File: config.mk
export PLATFORM = sky130hd
export DESIGN_NAME = rtc_guard_ctrl
export DESIGN_NICKNAME = d
export VERILOG_FILES = /design/src/rtl/rtc_guard_pkg.sv /design/src/rtl/rtc_key_fsm.sv /design/src/rtl/rtc_tick_follow.sv /design/src/rtl/rtc_resync_timer.sv /design/src/rtl/rtc_guard_ctrl.sv
export SDC_FILE = /design/constraint.sdc
export NUM_CORES = 1
export LEC_CHECK = 0
export ABC_AREA = 1
export BUFFER_PORTS_ARGS = -buffer_cell sky130_fd_sc_hd__buf_4
export CAP_MARGIN = 20
export CORE_AREA = 8 8 73 75
export CTS_BUF_LIST = sky130_fd_sc_hd__clkbuf_16
export CTS_CLUSTER_DIAMETER = 80
export DETAILED_ROUTE_END_ITERATION = 7
export DIE_AREA = 0 0 81 83
export SKIP_LAST_GASP = 1
export SLEW_MARGIN = 20
export SYNTH_ARGS = -nofsm -noshare
export SYNTH_HDL_FRONTEND = slang
export SYNTH_SLANG_ARGS = --single-unit
File: constraint.sdc
create_clock -name clk -period 1.8 [get_ports clk]
set_clock_uncertainty 0.2 [all_clocks]
set_input_delay 0.54 -clock clk [delete_from_list [all_inputs] [get_ports clk]]
set_output_delay 0.54 -clock clk [all_outputs]
set_load 0.005 [all_outputs]
File: src/rtl/rtc_guard_pkg.sv
package rtc_guard_pkg;
   typedef enum logic [1:0] {
      LK_LOCKED = 2'd0,
      LK_HALF   = 2'd1,
      LK_OPEN   = 2'd2
   } lock_state_t;

   localparam int REG_STATUS   = 0;
   localparam int REG_CTRL     = 1;
   localparam int REG_KEY      = 2;

   localparam int BIT_INIT_REQ = 7;
   localparam int BIT_INIT_ACK = 6;
   localparam int BIT_RESYNC   = 5;
   localparam int BIT_CAL_SET  = 4;
endpackage

File: src/rtl/rtc_key_fsm.sv
module rtc_key_fsm
   import rtc_guard_pkg::*;
#(
   parameter int              DATA_W     = 32,
   parameter int              KEY_W      = 8,
   parameter logic [KEY_W-1:0] KEY_FIRST  = 8'hCA,
   parameter logic [KEY_W-1:0] KEY_SECOND = 8'h53
) (
   input  logic              clk,
   input  logic              rst_n,
   input  logic              key_wr,
   input  logic [DATA_W-1:0] key_data,
   output logic              unlocked
);
   localparam logic [DATA_W-1:0] K1 = DATA_W'(KEY_FIRST);
   localparam logic [DATA_W-1:0] K2 = DATA_W'(KEY_SECOND);

   generate
      if (KEY_FIRST == KEY_SECOND) begin : g_bad_keys
         $error("rtc_key_fsm: the two keys must differ");
      end
      if (KEY_W > DATA_W) begin : g_bad_width
         $error("rtc_key_fsm: key wider than data bus");
      end
   endgenerate

   lock_state_t state_q, state_d;

   always_comb begin
      state_d = state_q;
      if (key_wr) begin
         case (state_q)
            LK_LOCKED: state_d = (key_data == K1) ? LK_HALF : LK_LOCKED;
            LK_HALF:   state_d = (key_data == K2) ? LK_OPEN : LK_LOCKED;
            default:   state_d = LK_LOCKED;
         endcase
      end
   end

   always_ff @(posedge clk or negedge rst_n) begin
      if (!rst_n) state_q <= LK_LOCKED;
      else        state_q <= state_d;
   end

   assign unlocked = (state_q == LK_OPEN);

   AST_OPEN_AFTER_SECOND_KEY: assert property (@(posedge clk) disable iff (!rst_n)
      $rose(unlocked) |-> $past(key_wr && key_data == K2));
   AST_OPEN_WRITE_RELOCKS: assert property (@(posedge clk) disable iff (!rst_n)
      (unlocked && key_wr) |=> !unlocked);
endmodule

File: src/rtl/rtc_tick_follow.sv
module rtc_tick_follow #(
   parameter int SYNC_TICKS = 2
) (
   input  logic clk,
   input  logic rst_n,
   input  logic tick,
   input  logic target,
   output logic q
);
   generate
      if (SYNC_TICKS < 1) begin : g_bad
         $error("rtc_tick_follow: SYNC_TICKS must be at least 1");
      end

      if (SYNC_TICKS == 1) begin : g_direct
         always_ff @(posedge clk or negedge rst_n) begin
            if (!rst_n)      q <= 1'b0;
            else if (tick)   q <= target;
         end
      end else begin : g_count
         localparam int CNT_W = $clog2(SYNC_TICKS);
         localparam logic [CNT_W-1:0] LAST = CNT_W'(SYNC_TICKS - 1);
         logic [CNT_W-1:0] cnt_q;

         always_ff @(posedge clk or negedge rst_n) begin
            if (!rst_n) begin
               q     <= 1'b0;
               cnt_q <= '0;
            end else if (q == target) begin
               cnt_q <= '0;
            end else if (tick) begin
               if (cnt_q == LAST) begin
                  q     <= target;
                  cnt_q <= '0;
               end else begin
                  cnt_q <= cnt_q + 1'b1;
               end
            end
         end
      end
   endgenerate

   AST_ACK_MOVES_ON_TICK: assert property (@(posedge clk) disable iff (!rst_n)
      !$stable(q) |-> $past(tick));
   AST_ACK_TOWARD_TARGET: assert property (@(posedge clk) disable iff (!rst_n)
      !$stable(q) |-> (q == $past(target)));
endmodule

File: src/rtl/rtc_resync_timer.sv
module rtc_resync_timer #(
   parameter int SYNC_TICKS = 2
) (
   input  logic clk,
   input  logic rst_n,
   input  logic tick,
   input  logic arm,
   output logic done
);
   localparam int CNT_W = (SYNC_TICKS > 1) ? $clog2(SYNC_TICKS) : 1;
   localparam logic [CNT_W-1:0] LAST = CNT_W'(SYNC_TICKS - 1);

   generate
      if (SYNC_TICKS < 1) begin : g_bad
         $error("rtc_resync_timer: SYNC_TICKS must be at least 1");
      end
   endgenerate

   logic             busy_q;
   logic [CNT_W-1:0] cnt_q;

   assign done = busy_q && tick && !arm && (cnt_q == LAST);

   always_ff @(posedge clk or negedge rst_n) begin
      if (!rst_n) begin
         busy_q <= 1'b0;
         cnt_q  <= '0;
      end else if (arm) begin
         busy_q <= 1'b1;
         cnt_q  <= '0;
      end else if (busy_q && tick) begin
         if (cnt_q == LAST) begin
            busy_q <= 1'b0;
            cnt_q  <= '0;
         end else begin
            cnt_q  <= cnt_q + 1'b1;
         end
      end
   end

   AST_DONE_ENDS_WAIT: assert property (@(posedge clk) disable iff (!rst_n)
      done |=> !busy_q);
endmodule

File: src/rtl/rtc_guard_ctrl.sv
module rtc_guard_ctrl
   import rtc_guard_pkg::*;
#(
   parameter int ADDR_W     = 2,
   parameter int DATA_W     = 32,
   parameter int CTRL_W     = 8,
   parameter int SYNC_TICKS = 2,
   parameter logic [7:0] KEY_FIRST  = 8'hCA,
   parameter logic [7:0] KEY_SECOND = 8'h53
) (
   input  logic              clk,
   input  logic              rst_n,
   input  logic              bus_wr,
   input  logic [ADDR_W-1:0] bus_addr,
   input  logic [DATA_W-1:0] bus_wdata,
   output logic [DATA_W-1:0] bus_rdata,
   input  logic              rtc_tick,
   input  logic              shadow_upd,
   input  logic              year_nonzero,
   output logic              prot_wr_en,
   output logic              init_active,
   output logic [CTRL_W-1:0] ctrl_q,
   output logic [7:0]        stat_flags
);
   localparam logic [ADDR_W-1:0] A_STATUS = ADDR_W'(REG_STATUS);
   localparam logic [ADDR_W-1:0] A_CTRL   = ADDR_W'(REG_CTRL);
   localparam logic [ADDR_W-1:0] A_KEY    = ADDR_W'(REG_KEY);

   generate
      if (DATA_W < 8) begin : g_bad_data
         $error("rtc_guard_ctrl: DATA_W must hold the status byte");
      end
      if (CTRL_W > DATA_W || CTRL_W < 1) begin : g_bad_ctrl
         $error("rtc_guard_ctrl: CTRL_W out of range");
      end
      if (ADDR_W < 2) begin : g_bad_addr
         $error("rtc_guard_ctrl: ADDR_W too small for three registers");
      end
   endgenerate

   logic wr_key, wr_stat, wr_ctrl;
   logic req_q, ack, ack_prev_q, rsf_q, rsf_done, exit_pulse;

   assign wr_key  = bus_wr && (bus_addr == A_KEY);
   assign wr_stat = bus_wr && (bus_addr == A_STATUS) && prot_wr_en;
   assign wr_ctrl = bus_wr && (bus_addr == A_CTRL)   && prot_wr_en;

   rtc_key_fsm #(
      .DATA_W(DATA_W), .KEY_W(8),
      .KEY_FIRST(KEY_FIRST), .KEY_SECOND(KEY_SECOND)
   ) i_key (
      .clk(clk), .rst_n(rst_n),
      .key_wr(wr_key), .key_data(bus_wdata),
      .unlocked(prot_wr_en)
   );

   rtc_tick_follow #(.SYNC_TICKS(SYNC_TICKS)) i_init_ack (
      .clk(clk), .rst_n(rst_n), .tick(rtc_tick),
      .target(req_q), .q(ack)
   );

   assign exit_pulse = ack_prev_q && !ack;

   rtc_resync_timer #(.SYNC_TICKS(SYNC_TICKS)) i_resync (
      .clk(clk), .rst_n(rst_n), .tick(rtc_tick),
      .arm(shadow_upd || exit_pulse), .done(rsf_done)
   );

   always_ff @(posedge clk or negedge rst_n) begin
      if (!rst_n) begin
         req_q      <= 1'b0;
         rsf_q      <= 1'b0;
         ack_prev_q <= 1'b0;
         ctrl_q     <= '0;
      end else begin
         ack_prev_q <= ack;
         if (wr_stat) req_q <= bus_wdata[BIT_INIT_REQ];
         if (rsf_done)
            rsf_q <= 1'b1;
         else if (wr_stat && !bus_wdata[BIT_RESYNC])
            rsf_q <= 1'b0;
         if (wr_ctrl) ctrl_q <= bus_wdata[CTRL_W-1:0];
      end
   end

   assign init_active = ack;

   always_comb begin
      stat_flags               = '0;
      stat_flags[BIT_INIT_REQ] = req_q;
      stat_flags[BIT_INIT_ACK] = ack;
      stat_flags[BIT_RESYNC]   = rsf_q;
      stat_flags[BIT_CAL_SET]  = year_nonzero;
   end

   always_comb begin
      case (bus_addr)
         A_STATUS: bus_rdata = DATA_W'(stat_flags);
         A_CTRL:   bus_rdata = DATA_W'(ctrl_q);
         default:  bus_rdata = '0;
      endcase
   end

   AST_LOCKED_CTRL_HELD: assert property (@(posedge clk) disable iff (!rst_n)
      !prot_wr_en |=> $stable(ctrl_q));
   AST_LOCKED_REQ_HELD: assert property (@(posedge clk) disable iff (!rst_n)
      !prot_wr_en |=> $stable(req_q));
   AST_RSF_CLEAR_NEEDS_WRITE: assert property (@(posedge clk) disable iff (!rst_n)
      $fell(rsf_q) |-> $past(prot_wr_en && bus_wr && bus_addr == A_STATUS));
   AST_RSF_SET_BY_TIMER: assert property (@(posedge clk) disable iff (!rst_n)
      $rose(rsf_q) |-> $past(rsf_done));
endmodule

==> metrics.md, run 1 <==
| Metric | Value |
|---|---|
| Status | `finished, violations left` |
| Failing checks | `setup timing` |
| Leakage | `0.9543 nW` |
| Crit-path slowest cell | `or2_4` |
| Total of warnings raised by yosys | `0` |
| Total power | `1.562 mW` |
| Crit path kind | `primary input to output pin` |
| Global-route wire length before repair | `5250 um` |
| Dominant synthesized flop cell | `dfrtp_1` |
| Top-count cell post-synth | `nor2_1` |
| Clock-pin slew on the worst setup and hold paths | `around 0.05 ns` |
| Worst endpoint required time | `roughly 1.1 ns` |
| Post-synth EDFFs | `0` |
| DR iter-0 viols | `32` |
| Core Util, Final | `42.74%` |
| Int Power | `1.093 mW` |
| Setup-failing EPs final | `8` |
| Row count | `24` |
| Critical path arrival | `around 1.3 ns` |
| Post-synth cell types | `21` |
| Synth Instances | `169` |
| Leading post-synthesis cells by cell area | `dfrtp_1 35%, buf_4 20%, nor2_1 10%` |
| TritonCTS clock tree | `yes` |
| # H-tree levels | `1` |
| Fin nets | `about 270` |
| Number of global-route vias before repair | `1201` |
| Wirelength per Cell | `11.82 um` |
| Initial antenna violation count | `0` |
| Sequential power share | `a little over a third` |
| Hold Path Class | `flop to flop` |
| Die Ht | `83 um` |
| Fmax | `496.1 MHz` |
| CTS buffer count | `3` |
| P&R area growth vs syn | `46.23%` |
| Remaining DRCs | `0` |
| Final worst-path setup slack | `-0.2158 ns` |
| Total gr overflow | `0` |
| Combinational power share | `35.6%` |
| Crit-path cells | `buf_8 > inv_2 > or2_4 > buf_12 > o21ai_4 > buf_6` |
| Total wire length | `3357 um` |
| Post-Syn Area per Cell | `7.270 sq um` |
| Final period utilization | `112.0%` |
| Synthesized flop and latch total | `17` |
| HPWL after DPL | `approximately 2800 um` |
| Buffers added on ports | `61` |
| CP Launch Type | `primary input` |
| Core area | `4204 sq um` |
| Largest stage delay, worst path | `~0.25 ns` |
| Drt first pass iters | `3` |
| Ports | `90` |
| Post-synth top cells | `33 x nor2_1, 32 x buf_4, 26 x nand2_1, 22 x inv_1, 17 x dfrtp_1` |
| Clock root buffer | `clkbuf_16` |
| Min Tclk post-route | `2.016 ns` |
| Global Route Usage Sum | `a little under 10%` |
| Net Switching | `469.3 uW` |
| Die area | `6723 sq um` |
| Post-synth top area share | `34.62%` |
| Initial Utilization | `between 20% and 30%` |
| Global placer's final weighted congestion | `0.7658` |
| Async set-reset flop share out of synthesis | `between 90% and 100%` |
| DR vias | `approximately 1100` |
| DP Worst Slack | `-0.3515 ns` |
| Drt via density | `3.993` |
| Clk network pwr share | `28.5%` |
| Kind of end point of the critical path | `output pin` |
| Largest net degree at the start of global routing | `18` |
| Max_cap viols | `0` |
| Register area share after synthesis | `34.62%` |
| Endpoints failing hold | `0` |
| # diodes | `0` |
| Worst VDD drop | `0.3571 mV` |
| RSZ-0062 raised after global routing | `true` |
| Post-route ant nets | `0` |
| Net Sw Frac | `30.04%` |
| Worst Path Max Fanout | `8` |
| Area of the mapped netlist | `1229 sq um` |
| Power per cell area | `869.4 nW/um^2` |
| Hold_ws | `0.2986 ns` |
| Fin. max-slew vios | `0` |
| Yosys top cell by area | `dfrtp_1` |
| Layout cells sized above 1 | `37.50%` |
| Later-pin clock latency in the skew report | `around 0.25 ns` |
| CTS Sinks | `17` |
| Clock buffer depth | `2` |
| Die Wd | `81 um` |
==> timing repair <==
action,CTS,global route
hold buffers,1,0
endpoints found under the hold margin,17,0
pin swaps,3,2
buffers inserted,2,0
setup endpoints to repair,8,8
resized for setup,15,8
==> cell usage in the layout (no fill, tap or decap), types with 5 or more instances in the layout <==
master	count
buf_4	58
nor2_1	31
conb_1	28
nand2_1	24
inv_1	20
dfrtp_1	17
o21ai_0	11
nand2_2	5
nand3_1	5
buf_6	5
==> layout make-up <==
cell class	instances	area (sq um)
Inverter	22	82.58
Sequential cell	17	425.4
Multi-Input combinational cell	123	606.8
Fill cell	444	2407
Timing Repair Buffer	66	536.8
Clock inverter	1	5.005
Clock buffer	3	75.07
Tap cell	52	65.06
==> metrics by stage <==
step                      TNS (ns)  cells  instance area, sq um
after floorplan           -0.06457    196                  1330
after global placement      -1.925    277                  1609
after detailed placement    -1.992    277                  1609
after CTS                   -1.485    284                  1767
after global routing        -1.727    284                  1797
final                       -1.455    284                  1797
==> state kept, by name, indices dropped and copies added (netlist names) <==
name	cells
i_resync.cnt_q	1
req_q	1
i_init_ack.q	1
ack_prev_q	1
i_init_ack.g_count.cnt_q	1
ctrl_q	8
i_key.state_q	2
i_resync.busy_q	1
rsf_q	1
==> logic make-up (layout without fill, tap and decap cells) <==
kind of cell / Yosys count / in the layout / synth area share (%)
simple gates: 72 / 72 / 25.36
buf+inv: 56 / 92 / 28.82
compound gates: 22 / 22 / 10.18
flops: 17 / 17 / 34.62
other cells: 1 / 28 / 0.3052
xor+xnor: 1 / 1 / 0.7130
==> path summary, 6_finish.rpt <==
kind                                     to  slack, ns              from  cells past startpoint
min in group asynchronous  i_key.state_q[1]       0.50             rst_n                      2
hold / removal              i_resync.busy_q       0.30        ack_prev_q                      2
hold reg to reg             i_resync.busy_q       0.30        ack_prev_q                      2
setup reg to reg                  ctrl_q[2]       0.41  i_key.state_q[0]                      4
setup / recovery               bus_rdata[5]      -0.22       bus_addr[0]                      6
max in group asynchronous             rsf_q       0.71             rst_n                      2
==> worst max-delay path: cells and delay by family <==
kind	cells	cell delay (ns)
buffers and inverters	4	0.36
AOI/OAI and AO/OA	1	0.13
and+or+nand+nor	1	0.25
==> power by group through the flow <==
stage / logic (mW) / clock network [mW] / registers (mW)
3_5_place_dp: 0.494 / 0 / 0.567
5_1_grt: 0.616 / 0.476 / 0.575
2_1_floorplan: 0.269 / 0 / 0.560
4_1_cts: 0.533 / 0.455 / 0.561
3_3_place_gp: 0.484 / 0 / 0.563
6_report: 0.556 / 0.445 / 0.561
==> layer usage <==
| layer | routed length [um] | part of all wire [%] | vias up | global-route usage (%) |
|---|---|---|---|---|
| li1 | - | - | 584 | - |
| met1 | 1204 | 36 | 494 | 9.790 |
| met2 | 1723 | 51 | 51 | 17.01 |
| met3 | 375 | 11 | 5 | 3.879 |
| met4 | 53 | 1.6 | 0 | 3.902 |
| met5 | 0 | 0 | - | 0 |
(Power assumes the default switching activity.)
==> run 2: changes to the inputs <==
- CORE_AREA: 8 8 73 75 -> 8 8 65 67
- DIE_AREA: 0 0 81 83 -> 0 0 73 75
- PLACE_DENSITY: unset -> 0.77
==> run 2 against run 1 <==
  * The flow still finishes with violations (setup timing)
  * Highest routed layer unchanged
  * Global-route usage rose by 1.8 points
  * Core utilization is 12 points higher
  * First-iteration DRC count is 41% higher
==> metrics.md, run 2 (synthesis results as in run 1) <==
| Metric | Value |
|---|---|
| Initial antenna violation count | `0 (unchanged)` |
| Final period utilization | `107.7% (-4.3 points)` |
| Post-route ant nets | `0 (unchanged)` |
| Crit path kind | `primary input to output pin` |
| Wirelength per Cell | `11.78 um (-0.34%)` |
| Hold Path Class | `flop to flop` |
| P&R area growth vs syn | `45.21%` |
| Hold_ws | `0.2980 ns (-0.0005760 ns)` |
| Largest stage delay, worst path | `0.14 ns (-0.11 ns)` |
| Fmax | `516.0 MHz (+4.0%)` |
| Largest net degree at the start of global routing | `18 (unchanged)` |
| Global Route Usage Sum | `11.50% (+1.8 points)` |
| RSZ-0062 raised after global routing | `true` |
| Commonest non-fill, non-tap cell in the layout | `buf_4` |
| Endpoints failing hold | `0 (unchanged)` |
| Initial Utilization | `38.02% (+8.8 points)` |
| Fin nets | `277 (+1.5%)` |
| Bufs and invs on worst path | `4 (unchanged)` |
| CTS Sinks | `17 (unchanged)` |
| HPWL after DPL | `2713 um (-3.9%)` |
| Clock buffer depth | `2 (unchanged)` |
| CP Launch Type | `primary input` |
| Total gr overflow | `0 (unchanged)` |
| Worst VDD drop | `0.4377 mV (+23%)` |
| Clock-pin slew on the worst setup and hold paths | `0.05 ns (about the same)` |
| Register area | `425.4 sq um (unchanged)` |
| Remaining DRCs | `0 (unchanged)` |
| Number of global-route vias before repair | `1163 (-3.2%)` |
| Worst endpoint required time | `1.06 ns (about the same)` |
| Die Ht | `75 um (-9.6%)` |
| Buffers added on ports | `61 (unchanged)` |
| Leakage | `0.9688 nW (+1.5%)` |
| Clock root buffer | `clkbuf_16` |
| Row count | `21 (-13%)` |
| Total wire length | `3322 um (-1.0%)` |
| Crit-path slowest cell | `o22ai_2` |
| Layout cells sized above 1 | `38.14% (+0.64 points)` |
| Min Tclk post-route | `1.938 ns (-0.07780 ns)` |
| Failing checks | `setup timing` |
| # H-tree levels | `1 (unchanged)` |
| Global-route wire length before repair | `4947 um (-5.8%)` |
| Fin. max-slew vios | `0 (unchanged)` |
| # diodes | `0 (unchanged)` |
| TritonCTS clock tree | `yes` |
| Setup-failing EPs final | `8 (unchanged)` |
| Top Registers | `ctrl_q: 8 flops, i_key.state_q: 2 flops` |
| Later-pin clock latency in the skew report | `0.24 ns (about the same)` |
| Fill count | `310 (-30%)` |
| Footprint of the multi-input gates | `594.3 sq um (-2.1%)` |
| Drt via density | `4.135 (+3.6%)` |
| Die Wd | `73 um (-9.9%)` |
| Max_cap viols | `0 (unchanged)` |
| Worst Path Max Fanout | `3 (-5)` |
| Critical path arrival | `1.20 ns (-0.08 ns)` |
| Delay-heaviest family, CP | `buffers and inverters` |
| DR vias | `1166 (+2.8%)` |
| Crit-path cells | `buf_8 > buf_6 > nor2_4 > inv_2 > o22ai_2 > buf_4` |
| Die area | `5475 sq um (-19%)` |
| Final worst-path setup slack | `-0.1380 ns (+0.07780 ns)` |
| Ports | `90 (unchanged)` |
| Core Util, Final | `55.21% (+12 points)` |
| Biggest register | `ctrl_q` |
| DR iter-0 viols | `45 (+41%)` |
| Power per cell area | `850.1 nW/um^2 (-2.2%)` |
| Total power | `1.517 mW (-2.9%)` |
| Largest register FFs | `8 (unchanged)` |
| Core area | `3232 sq um (-23%)` |
| Kind of end point of the critical path | `output pin` |
| Global placer's final weighted congestion | `0.7570 (-1.1%)` |
| Drt first pass iters | `4 (+1)` |
| Most frequent cells in the layout | `64 x buf_4, 31 x nor2_1, 28 x conb_1` |
| CTS buffer count | `3 (unchanged)` |
| Status | `finished, violations left` |
-- run 2: cell types whose count changed in the layout (fill, tap and decap cells not counted), sizes merged --
| cell | change |
|---|---|
| clkinv | -1 |
| buf | +3 |
| or2 | +1 |
| inv | +1 |
-- run 2: layout make-up --
cell class / instances / area share [%]
Multi-Input combinational cell: 124 / 33.31
Inverter: 22 / 4.769
Clock buffer: 3 / 4.208
Timing Repair Buffer: 69 / 30.43
Tap cell: 46 / 3.226
Clock inverter: 1 / 0.2104
Sequential cell: 17 / 23.84
-- run 2: repair_timing --
| item | 4_1_cts | 5_1_grt |
|---|---|---|
| gates cloned | 1 | 0 |
| endpoints found under the setup margin | 8 | 8 |
| hold endpoints to repair | 17 | 0 |
| resized for setup | 15 | 6 |
| setup buffers | 2 | 2 |
| pin swaps | 3 | 5 |
| hold buffers | 1 | 0 |
-- run 2: metrics by stage --
step	cells	worst slack (ns)	area [sq um]	TNS, ns
floorplan	196	-0.03229	1330	-0.06457
global placement	272	-0.3490	1597	-2.429
detailed placement	272	-0.3787	1597	-2.668
CTS	280	-0.1606	1750	-1.034
global route	282	-0.1760	1784	-0.9766
finish	282	-0.1380	1784	-0.7524
-- run 2: worst paths after layout --
path / startpoint / end / slack, ns / cells after the start
worst max-delay path: bus_addr[1] / bus_rdata[6] / -0.14 / 6
worst min-delay path: ack_prev_q / i_resync.busy_q / 0.30 / 2
worst max register to register: i_key.state_q[0] / ctrl_q[7] / 0.42 / 4
worst min register to register: ack_prev_q / i_resync.busy_q / 0.30 / 2
max in group asynchronous: rst_n / i_key.state_q[0] / 0.71 / 2
min in group asynchronous: rst_n / i_resync.busy_q / 0.50 / 2
-- run 2: where the power goes --
group	internal [mW]	leakage (nW)	switching, mW
Clock	0.294	0.0423	0.135
Combinational	0.294	0.735	0.231
Sequential	0.490	0.192	0.0736
Total	1.08	0.969	0.439
-- run 2: metal layers --
| metal | wire length (um) | part of all wire, % | GRT usage [%] | vias to the layer above |
|---|---|---|---|---|
| li1 | - | - | - | 592 |
| met1 | 1286 | 39 | 12.77 | 510 |
| met2 | 1661 | 50 | 18.67 | 58 |
| met3 | 312 | 9.4 | 4.660 | 6 |
| met4 | 61 | 1.8 | 5.778 | 0 |
| met5 | 0 | 0 | 0 | - |
-- run 2: worst reg2reg max path: cells and delay by family (launching register included) --
kind / cells / cell delay, ns
AND/OR/NAND/NOR: 3 / 0.51
AO/OA/AOI/OAI: 1 / 0.13
flip-flops: 1 / 0.41
